===== config.mk =====
export PLATFORM = sky130hd
export DESIGN_NAME = pwr_msg_engine
export DESIGN_NICKNAME = d
export VERILOG_FILES = /design/src/rtl/pme_pkg.sv /design/src/rtl/pme_decode.sv /design/src/rtl/pme_payload.sv /design/src/rtl/pme_regfile.sv /design/src/rtl/pwr_msg_engine.sv
export SDC_FILE = /design/constraint.sdc
export NUM_CORES = 1
export LEC_CHECK = 0
export BUFFER_PORTS_ARGS = -buffer_cell sky130_fd_sc_hd__buf_2
export CAP_MARGIN = 20
export CELL_PAD_IN_SITES_DETAIL_PLACEMENT = 0
export CELL_PAD_IN_SITES_GLOBAL_PLACEMENT = 1
export CORE_MARGIN = 2
export CORE_UTILIZATION = 30
export CTS_CLUSTER_SIZE = 28
export DETAILED_ROUTE_END_ITERATION = 8
export PLACE_DENSITY_LB_ADDON = 0.1
export SLEW_MARGIN = 30
export SYNTH_ARGS = -nofsm -noshare
export SYNTH_HDL_FRONTEND = slang
export SYNTH_SLANG_ARGS = --single-unit
export TNS_END_PERCENT = 5

===== constraint.sdc =====
create_clock -name clk -period 6.4 [get_ports clk]
set_input_delay 1.28 -clock clk [delete_from_list [all_inputs] [get_ports clk]]
set_output_delay 1.28 -clock clk [all_outputs]
set_load 0.005 [all_outputs]

===== src/rtl/pme_pkg.sv =====
package pme_pkg;

    localparam logic [7:0] MSG_PWR_REG = 8'hFF;

    localparam logic [3:0] OPC_WRITE = 4'd0;
    localparam logic [3:0] OPC_READ  = 4'd1;
    localparam logic [3:0] OPC_RMW   = 4'd2;

    typedef enum logic [1:0] {
        ST_IDLE,
        ST_LOAD,
        ST_EXEC,
        ST_FIN
    } pme_state_e;

    typedef enum logic [1:0] {
        ACC_WR,
        ACC_RD,
        ACC_RMW
    } acc_kind_e;

    typedef struct packed {
        logic [7:0] msg;
        logic [3:0] opc;
        logic [7:0] size;
    } cmd_fields_t;

    function automatic cmd_fields_t split_cmd(input logic [31:0] w);
        cmd_fields_t f;
        f.msg  = w[7:0];
        f.opc  = w[15:12];
        f.size = w[23:16];
        return f;
    endfunction

    function automatic logic [7:0] masked_merge(input logic [7:0] old_v,
                                                input logic [7:0] new_v,
                                                input logic [7:0] mask);
        return (old_v & ~mask) | (new_v & mask);
    endfunction

endpackage


===== src/rtl/pme_decode.sv =====
module pme_decode
    import pme_pkg::*;
#(
    parameter int MAX_REGS = 5,
    parameter int CNT_W    = 3
) (
    input  cmd_fields_t      fields,
    output logic             ok,
    output acc_kind_e        kind,
    output logic [CNT_W-1:0] count
);

    always_comb begin
        ok    = 1'b0;
        kind  = ACC_RD;
        count = '0;
        if (fields.msg == MSG_PWR_REG) begin
            case (fields.opc)
                OPC_WRITE: begin
                    kind = ACC_WR;
                    for (int n = 1; n <= MAX_REGS; n++) begin
                        if (fields.size == 8'(3 * n)) begin
                            ok    = 1'b1;
                            count = CNT_W'(n);
                        end
                    end
                end
                OPC_READ: begin
                    kind = ACC_RD;
                    for (int n = 1; n <= MAX_REGS; n++) begin
                        if (fields.size == 8'(2 * n)) begin
                            ok    = 1'b1;
                            count = CNT_W'(n);
                        end
                    end
                end
                OPC_RMW: begin
                    kind = ACC_RMW;
                    if (fields.size == 8'd4) begin
                        ok    = 1'b1;
                        count = CNT_W'(1);
                    end
                end
                default: ok = 1'b0;
            endcase
        end
    end

endmodule


===== src/rtl/pme_payload.sv =====
module pme_payload #(
    parameter int PL_BYTES = 15,
    parameter int PIW      = 4,
    parameter int CNT_W    = 3
) (
    input  logic             clk,
    input  logic             load_en,
    input  logic [PIW-1:0]   load_idx,
    input  logic [7:0]       load_byte,
    input  logic [PIW-1:0]   sel,
    input  logic [CNT_W-1:0] count,
    output logic [15:0]      elem_addr,
    output logic [7:0]       elem_data,
    output logic [7:0]       elem_mask
);

    logic [7:0] pl [PL_BYTES];
    logic [PIW-1:0] lo_i, hi_i, d_i;

    always_ff @(posedge clk) begin
        if (load_en) begin
            pl[load_idx] <= load_byte;
        end
    end

    always_comb begin
        lo_i      = PIW'(2 * int'(sel));
        hi_i      = PIW'(2 * int'(sel) + 1);
        d_i       = PIW'(2 * int'(count) + int'(sel));
        elem_addr = {pl[hi_i], pl[lo_i]};
        elem_data = pl[d_i];
        elem_mask = pl[3];
    end

endmodule


===== src/rtl/pme_regfile.sv =====
module pme_regfile #(
    parameter int DEPTH = 64,
    parameter int AW    = 16
) (
    input  logic          clk,
    input  logic          rst,
    input  logic [AW-1:0] rd_addr,
    output logic [7:0]    rd_data,
    output logic          in_range,
    input  logic          we,
    input  logic [7:0]    wr_data
);

    localparam int IW = $clog2(DEPTH);
    localparam logic [AW-1:0] DEPTH_A = AW'(DEPTH);

    logic [7:0] mem [DEPTH];
    logic [IW-1:0] idx;

    assign in_range = rd_addr < DEPTH_A;
    assign idx      = rd_addr[IW-1:0];
    assign rd_data  = in_range ? mem[idx] : 8'h00;

    always_ff @(posedge clk) begin
        if (rst) begin
            for (int k = 0; k < DEPTH; k++) begin
                mem[k] <= 8'h00;
            end
        end else if (we && in_range) begin
            mem[idx] <= wr_data;
        end
    end

endmodule


===== src/rtl/pwr_msg_engine.sv =====
module pwr_msg_engine
    import pme_pkg::*;
#(
    parameter int MAX_REGS  = 5,
    parameter int BUF_BYTES = 20,
    parameter int REG_DEPTH = 64
) (
    input  logic                         clk,
    input  logic                         rst,
    input  logic                         start,
    input  logic [31:0]                  cmd_word,
    output logic [$clog2(BUF_BYTES)-1:0] wbuf_addr,
    input  logic [7:0]                   wbuf_data,
    output logic                         rbuf_we,
    output logic [$clog2(BUF_BYTES)-1:0] rbuf_addr,
    output logic [7:0]                   rbuf_data,
    output logic                         busy,
    output logic                         done,
    output logic                         err
);

    localparam int WB_AW    = $clog2(BUF_BYTES);
    localparam int PL_BYTES = 3 * MAX_REGS;
    localparam int PIW      = $clog2(PL_BYTES + 1);
    localparam int CNT_W    = $clog2(MAX_REGS + 1);

    pme_state_e       state;
    logic [PIW-1:0]   idx;
    logic [PIW-1:0]   size_q;
    logic [CNT_W-1:0] cnt_q;
    acc_kind_e        kind_q;
    logic             err_q;

    cmd_fields_t      fields;
    logic             dec_ok;
    acc_kind_e        dec_kind;
    logic [CNT_W-1:0] dec_cnt;

    logic [15:0]      elem_addr;
    logic [7:0]       elem_data, elem_mask;
    logic [7:0]       rf_rd_data, rf_wr_data;
    logic             rf_in_range, rf_we;
    logic             unused_cmd_bits;

    assign fields          = split_cmd(cmd_word);
    assign unused_cmd_bits = ^{cmd_word[31:24], cmd_word[11:8]};

    pme_decode #(.MAX_REGS(MAX_REGS), .CNT_W(CNT_W)) i_decode (
        .fields (fields),
        .ok     (dec_ok),
        .kind   (dec_kind),
        .count  (dec_cnt)
    );

    pme_payload #(.PL_BYTES(PL_BYTES), .PIW(PIW), .CNT_W(CNT_W)) i_payload (
        .clk       (clk),
        .load_en   (state == ST_LOAD),
        .load_idx  (idx),
        .load_byte (wbuf_data),
        .sel       (idx),
        .count     (cnt_q),
        .elem_addr (elem_addr),
        .elem_data (elem_data),
        .elem_mask (elem_mask)
    );

    pme_regfile #(.DEPTH(REG_DEPTH), .AW(16)) i_regfile (
        .clk      (clk),
        .rst      (rst),
        .rd_addr  (elem_addr),
        .rd_data  (rf_rd_data),
        .in_range (rf_in_range),
        .we       (rf_we),
        .wr_data  (rf_wr_data)
    );

    always_ff @(posedge clk) begin
        if (rst) begin
            state  <= ST_IDLE;
            idx    <= '0;
            size_q <= '0;
            cnt_q  <= '0;
            kind_q <= ACC_RD;
            err_q  <= 1'b0;
        end else begin
            case (state)
                ST_IDLE: begin
                    if (start) begin
                        err_q  <= !dec_ok;
                        kind_q <= dec_kind;
                        cnt_q  <= dec_cnt;
                        size_q <= PIW'(fields.size);
                        idx    <= '0;
                        state  <= dec_ok ? ST_LOAD : ST_FIN;
                    end
                end
                ST_LOAD: begin
                    if (idx == size_q - PIW'(1)) begin
                        idx   <= '0;
                        state <= ST_EXEC;
                    end else begin
                        idx <= idx + PIW'(1);
                    end
                end
                ST_EXEC: begin
                    if (!rf_in_range) begin
                        err_q <= 1'b1;
                        state <= ST_FIN;
                    end else if (idx == PIW'(cnt_q) - PIW'(1)) begin
                        state <= ST_FIN;
                    end else begin
                        idx <= idx + PIW'(1);
                    end
                end
                default: state <= ST_IDLE;
            endcase
        end
    end

    always_comb begin
        rf_we      = (state == ST_EXEC) && rf_in_range && (kind_q != ACC_RD);
        rf_wr_data = (kind_q == ACC_RMW) ? masked_merge(rf_rd_data, elem_data, elem_mask)
                                         : elem_data;
        rbuf_we    = (state == ST_EXEC) && rf_in_range && (kind_q == ACC_RD);
        rbuf_addr  = WB_AW'(idx);
        rbuf_data  = rf_rd_data;
        wbuf_addr  = WB_AW'(idx);
        busy       = (state == ST_LOAD) || (state == ST_EXEC);
        done       = (state == ST_FIN);
        err        = err_q;
    end

endmodule


* Word level (Yosys, flattened, before mapping)
Memory sizes are Yosys's and may differ from the RTL's. A register that Yosys moved wholly into a read port is not among the register bits.
Index checks and enable logic that the tools add are counted.
** Word-level totals
- Bits in registers :: 16
- Bits in latches :: 0
- RAM bits :: 632
- Bits in read-only memories :: 0
- Input port bits :: 43
- Output and inout bits :: 22
- Word-level logic and storage cells :: 115
- Memories :: 2
** Cells by class
- Add/subtract/negate cells :: 5
- Multipliers :: 0
- Divide/modulo/power cells :: 0
- Order comparisons :: 1
- Equality and inequality tests :: 26
- Shifts and indexed selects :: 0
- Mux-type cells :: 56
- Bitwise operators :: 4
- Reduce and logical (&&, ||, !) cells :: 15
** Memory list
- i_regfile.mem :: depth 64, width 8, rd ports 1, clocked after Yosys merged registers in 0, write ports 64, RTL line pme_regfile.sv:17 : logic [7:0] mem [DEPTH];
- i_payload.pl :: depth 15, width 8, rd ports 4, clocked after Yosys merged registers in 1, write ports 1, RTL line pme_payload.sv:17 : logic [7:0] pl [PL_BYTES];
** Operator list (number)
- == test 8 x 4 -> 1 bit (second input constant) :: 5
- two-way mux 1 bit :: 25
- two-way mux 4 bit :: 6
- two-way mux 8 bit :: 3
- two-way mux 2 bit :: 10
- bitwise AND 8 bit :: 2
- == test 8 x 2 -> 1 bit (second input constant) :: 2
- == test 8 x 3 -> 1 bit (second input constant) :: 2
- less-than comparator 16 x 7 -> 1 bit (second input constant) :: 1
- two-way mux 3 bit :: 5
- one-hot mux 4 bit (3 select lines) :: 1
- one-hot mux 3 bit (3 select lines) :: 1
- adder 4 x 1 -> 4 bit (second input constant) :: 2
- == test 4 bit :: 2
- == test 8 bit (second input constant) :: 1
- inequality test 2 bit (second input constant) :: 4
- inverter 8 bit :: 1
- OR 8 bit :: 1
- OR reduction 8 bit :: 1
- == test 2 bit (second input constant) :: 3
- two-way mux 6 bit :: 1
- one-hot mux 2 bit (3 select lines) :: 1
- AND reduction 3 bit :: 2
- adder 4 bit :: 1
- other kinds (19) :: 24

* Longest topological paths before layout
- Depth after elaboration :: 11
- Depth in mapped cells :: 17
- Mapped depth without buffers :: 9

* Hierarchy
A second synthesis with hierarchy kept.
** Second synthesis, totals
- Cells, all modules :: 2336
- Area, all modules :: 31888.1 µm²
** By module, submodules not included
- pme_regfile :: times used 1, cells each 1817, area each 24643.6 µm², sequential area each 15374.7 µm²
- pme_payload :: times used 1, cells each 325, area each 5730.5 µm², sequential area each 3603.5 µm²
- pwr_msg_engine :: times used 1, cells each 148, area each 1206.2 µm², sequential area each 320.3 µm²
- pme_decode :: times used 1, cells each 46, area each 307.8 µm², sequential area each 0.0 µm²

* Least setup slack after synthesis
Ideal clock, no wire load.
- Path type :: register to output
- Start point :: register (tool-made name)
- End point :: output rbuf_data[2]
- Arrival time :: 2.827 ns
- Data required time :: 5.120 ns
- Slack :: 2.293 ns
- Stages on the path, launching flop included :: 15
- Path through :: dfxtp_1 buf_4 buf_6 buf_6 mux2_4 o22ai_2 nor2_2 buf_4 buf_2 buf_2 a311oi_1 a21oi_1 o21a_1 nand4b_1 a2111oi_0
** RTL lines
- end: declaration :: RTL line pwr_msg_engine.sv:16 : output logic [7:0] rbuf_data,

==> summary.txt <==
Yosys
  – Ys flop type: edfxtp_1
  – Synth Area in Adders: 0.506%
  – Simple-gate share of the synthesized area: around 18%
  – Syn avg cell area: ~12 sq um
  – Post-Syn Instances: ~2500
  – Mux contribution to synthesized area: around 6.5%
  – Post-Synth XOR/XNOR Area: less than 1%
  – Ys Warns: 0
  – Sequential area share after synthesis: 62.2%
  – Async SR Flop Fraction: 0%
  – Number of synthesized register bits: roughly 650
  – Post-synthesis instance area: around 0.031 sq mm
  – Synth unique cells: 90
  – Compound-gate portion of the synthesized area: under 10%
  – Largest family of logic cells by synthesized area: simple AND/OR/NAND/NOR gates
  – Post-synth EDFFs: 632

Setup path
  – Worst EP arrival: slightly above 5 ns
  – CP required: around 5.1 ns
  – Kind of start point of the critical path: flop
  – CP Capture Type: output pin
  – Critical path type: reg2out
  – R2R Setup Slk: around 1.1 ns
  – FF-to-FF End: i_regfile.mem[30][5]$_SDFFCE_PN0P_
  – Worst R2R Path Depth: 12
  – Critical-path maximum fanout: 44

Power
  – Power per cell area: ~370 mW/mm^2
  – Combinational share of power: 30.7%
  – Power Internal: between 8 and 9 mW
  – Clock power frac: 32.0%
  – Flop pwr share: between 30% and 40%
  – Switching portion of total power: between 30 and 40%
  – Peak supply drop: ~0.2 mV
  – Total power: 13.1 mW
  – Pleak: 12.7 nW
  – Psw: between 4 and 5 mW

Timing
  – Period utilisation layout: between 90% and 100%
  – Setup Skew: around 0.027 ns
  – Post-route minimum period: 6.36 ns
  – Slew @ Worst Pin: between 1 and 1.5 ns
  – Fin. Hold Viols: 0
  – Fmax: between 150 and 200 MHz
  – Unrepaired setup endpoints after global routing: false
  – Setup Viol. Count Final: 0
  – Slew headroom: between 20% and 30%
  – Final Max Slew Viols: 0
  – Setup TNS: 0 ns

Drt
  – Met3 WL: roughly 7.2 mm
  – Max Used Layer: met5
  – Vias: around 22000
  – M1 wire length: 51.0 mm
  – Via density: approximately 5.3
  – Total wire length: between 100 and 150 mm
  – Antenna Nets Post-Route: 0
  – DR pass1 iterations: 5
  – DR iter-0 viols: 1898
  – Met2 wire length: between 50 and 60 mm
  – DRC errors left: 0
  – Drt wl/cell: about 29 um

Global routing
  – Pin count of the biggest net entering global routing: 65
  – Vias in the first global route: approximately 22000
  – Initial antenna violation count: 4
  – Overall Global Routing Usage: 21.6%
  – First-pass GRT wire length: approximately 160 mm
  – Total gr overflow: 0

Clock network
  – Total CTS buffers: 77
  – # clock sinks: 651
  – CTS tree: yes
  – Reg clk slew, reported paths: about 0.05 ns
  – H-tree depth: 3
  – CTS root buffer: clkbuf_16
  – Bufs on Longest Clock Path: 3
  – Worst skew pair latency: around 0.65 ns

Final layout
  – # diodes: 0
  – Layout fillers: 10237
  – Fin nets: 2683
  – Synthesis-to-layout area growth: 15.2%
  – Layout cells sized above 1: between 15 and 20%

Min path
  – Hold path startpoint: size_q[3]$_SDFFE_PP0P_
  – Worst Hold End: size_q[3]$_SDFFE_PP0P_
  – Hold path depth: 2
  – Hold Path Class: reg2reg

Placement
  – GP Congestion: a little under 0.9
  – IO buf count: 50
  – Hpwl dp: around 77 mm

Floorplanning
  – DIE AREA: 0.106 sq mm
  – Die Y-Extent: approximately 330 um
  – Core ar.: 0.103 sq mm
  – Starting Density: a little under a third
  – Std cell rows: around 120
  – Die W: 326 um
  – IO Count: 65

Outcome
  – Status: finished, final reports clean

Run
  – Max-cap viol count: 0
[flip-flops by register name (all words and copies together), names as in the netlist, named ones only]
| signal | flops |
|---|---|
| size_q | 4 |
| i_regfile.mem | 512 |
| kind_q | 2 |
| idx | 4 |
| i_payload.pl | 120 |
| cnt_q | 3 |
| err | 1 |
| state | 2 |
[worst max-delay path: stages (launching register included)]
cell	delay, ns
dfxtp_2	0.65
mux2_2	0.45
o22ai_4	0.59
nor2_8	0.19
buf_12	0.27
a211oi_1	0.22
o21ai_0	0.32
a22oi_1	0.54
nand3_1	0.27
nor3_2	0.42
buf_4	0.19
nor2_1	0.06
buf_2	0.18
[through the flow]
step                      instances  hold slack (ns)  cell area, sq um  worst slack (ns)  utilization (%)
after global routing           4063            0.513             35900           0.00791             34.8
final                          4063            0.475             35900            0.0443             34.8
after CTS                      4059            0.480             35800            0.0415             34.7
after detailed placement       3924            0.472             33500             0.357             32.5
after floorplan                2528            0.449             31100              2.29                -
after global placement         3924            0.471             33500             0.364             32.4
[cells in the mapped netlist (12+ instances only)]
master | instances | area (sq um)
dfxtp_1 | 19 | 380
buf_2 | 68 | 340
buf_6 | 25 | 282
o211ai_1 | 14 | 105
and2b_1 | 120 | 901
nand3_1 | 76 | 380
nand2_1 | 274 | 1030
o21ai_0 | 66 | 330
a31oi_1 | 25 | 156
mux2i_1 | 63 | 631
and3_1 | 51 | 319
edfxtp_1 | 632 | 19000
mux4_2 | 55 | 1240
a211oi_1 | 45 | 338
a21oi_1 | 111 | 556
nor2_1 | 332 | 1250
nor3_1 | 33 | 165
o22ai_1 | 26 | 163
inv_1 | 14 | 52.6
a311oi_1 | 24 | 210
buf_4 | 17 | 128
nor4_1 | 16 | 100
nand2b_1 | 75 | 469
nor2b_1 | 82 | 513
o221ai_1 | 12 | 105
clkbuf_1 | 58 | 218
[worst max path at each step]
| stage | cells past startpoint | slack [ns] | endpoint |
|---|---|---|---|
| 5_1_grt | 12 | 0.008 | rbuf_data[6] |
| 3_3_place_gp | 12 | 0.36 | rbuf_data[6] |
| 2_1_floorplan | 14 | 2.29 | rbuf_data[2] |
| 3_5_place_dp | 11 | 0.36 | rbuf_data[6] |
| 6_report | 12 | 0.04 | rbuf_data[6] |
| 4_1_cts | 10 | 0.04 | rbuf_data[5] |
[kinds of logic (layout without fill, tap and decap cells)]
| family | after synthesis | in the layout |
|---|---|---|
| simple gates | 1104 | 1105 |
| flops | 651 | 651 |
| compound gates | 419 | 419 |
| buf+inv | 196 | 350 |
| mux | 131 | 131 |
| xor+xnor | 13 | 13 |
| fa+ha+maj | 12 | 12 |
| other cells | 1 | 2 |
[placed cells by master (no fill, tap or decap), types with 16 or more instances in the layout]
master	n
clkbuf_16	79
and2b_1	120
nor3_1	30
nor2_1	325
buf_4	136
nor4_1	16
a31oi_1	25
nand2_1	272
a211oi_1	45
clkbuf_1	16
dfxtp_1	16
nor2b_1	82
mux4_2	55
nand2b_1	75
a21oi_1	111
mux2i_1	63
edfxtp_1	632
and3_1	51
o21ai_0	66
a311oi_1	24
buf_2	50
nand3_1	76
buf_12	16
o22ai_1	24
[power groups by stage]
stage / combinational (mW) / sequential, mW / clock (mW)
2_1_floorplan: 2.20 / 4.93 / 0
3_3_place_gp: 3.97 / 4.98 / 0
3_5_place_dp: 3.97 / 4.98 / 0
4_1_cts: 3.99 / 4.89 / 4.28
5_1_grt: 4.17 / 4.91 / 4.44
6_report: 4.02 / 4.89 / 4.19
[timing repair]
action,in CTS,in global routing
endpoints found under the setup margin,5,1
pin swaps,2,1
hold buffers,0,0
setup buffers,0,4
cloned,1,0
gates resized for setup,3,0
[routing by layer]
metal / GRT usage (%) / vias to the layer above
met5: 0 / -
met2: 34.9 / 733
met3: 3.80 / 150
li1: - / 9581
met1: 29.2 / 11144
met4: 7.27 / 2
[layout make-up]
| class | count | area [sq um] | share of cell area, % |
|---|---|---|---|
| flip-flops and latches | 651 | 19400 | 54.0 |
| multi-input cells | 1682 | 10800 | 30.2 |
| clock buffers | 96 | 2050 | 5.72 |
| well taps | 1380 | 1730 | 4.81 |
| repair buffers | 202 | 1590 | 4.44 |
| clock inverters | 38 | 272 | 0.757 |
| inverters | 14 | 52.6 | 0.146 |
Power figures use the tool's default switching activity.
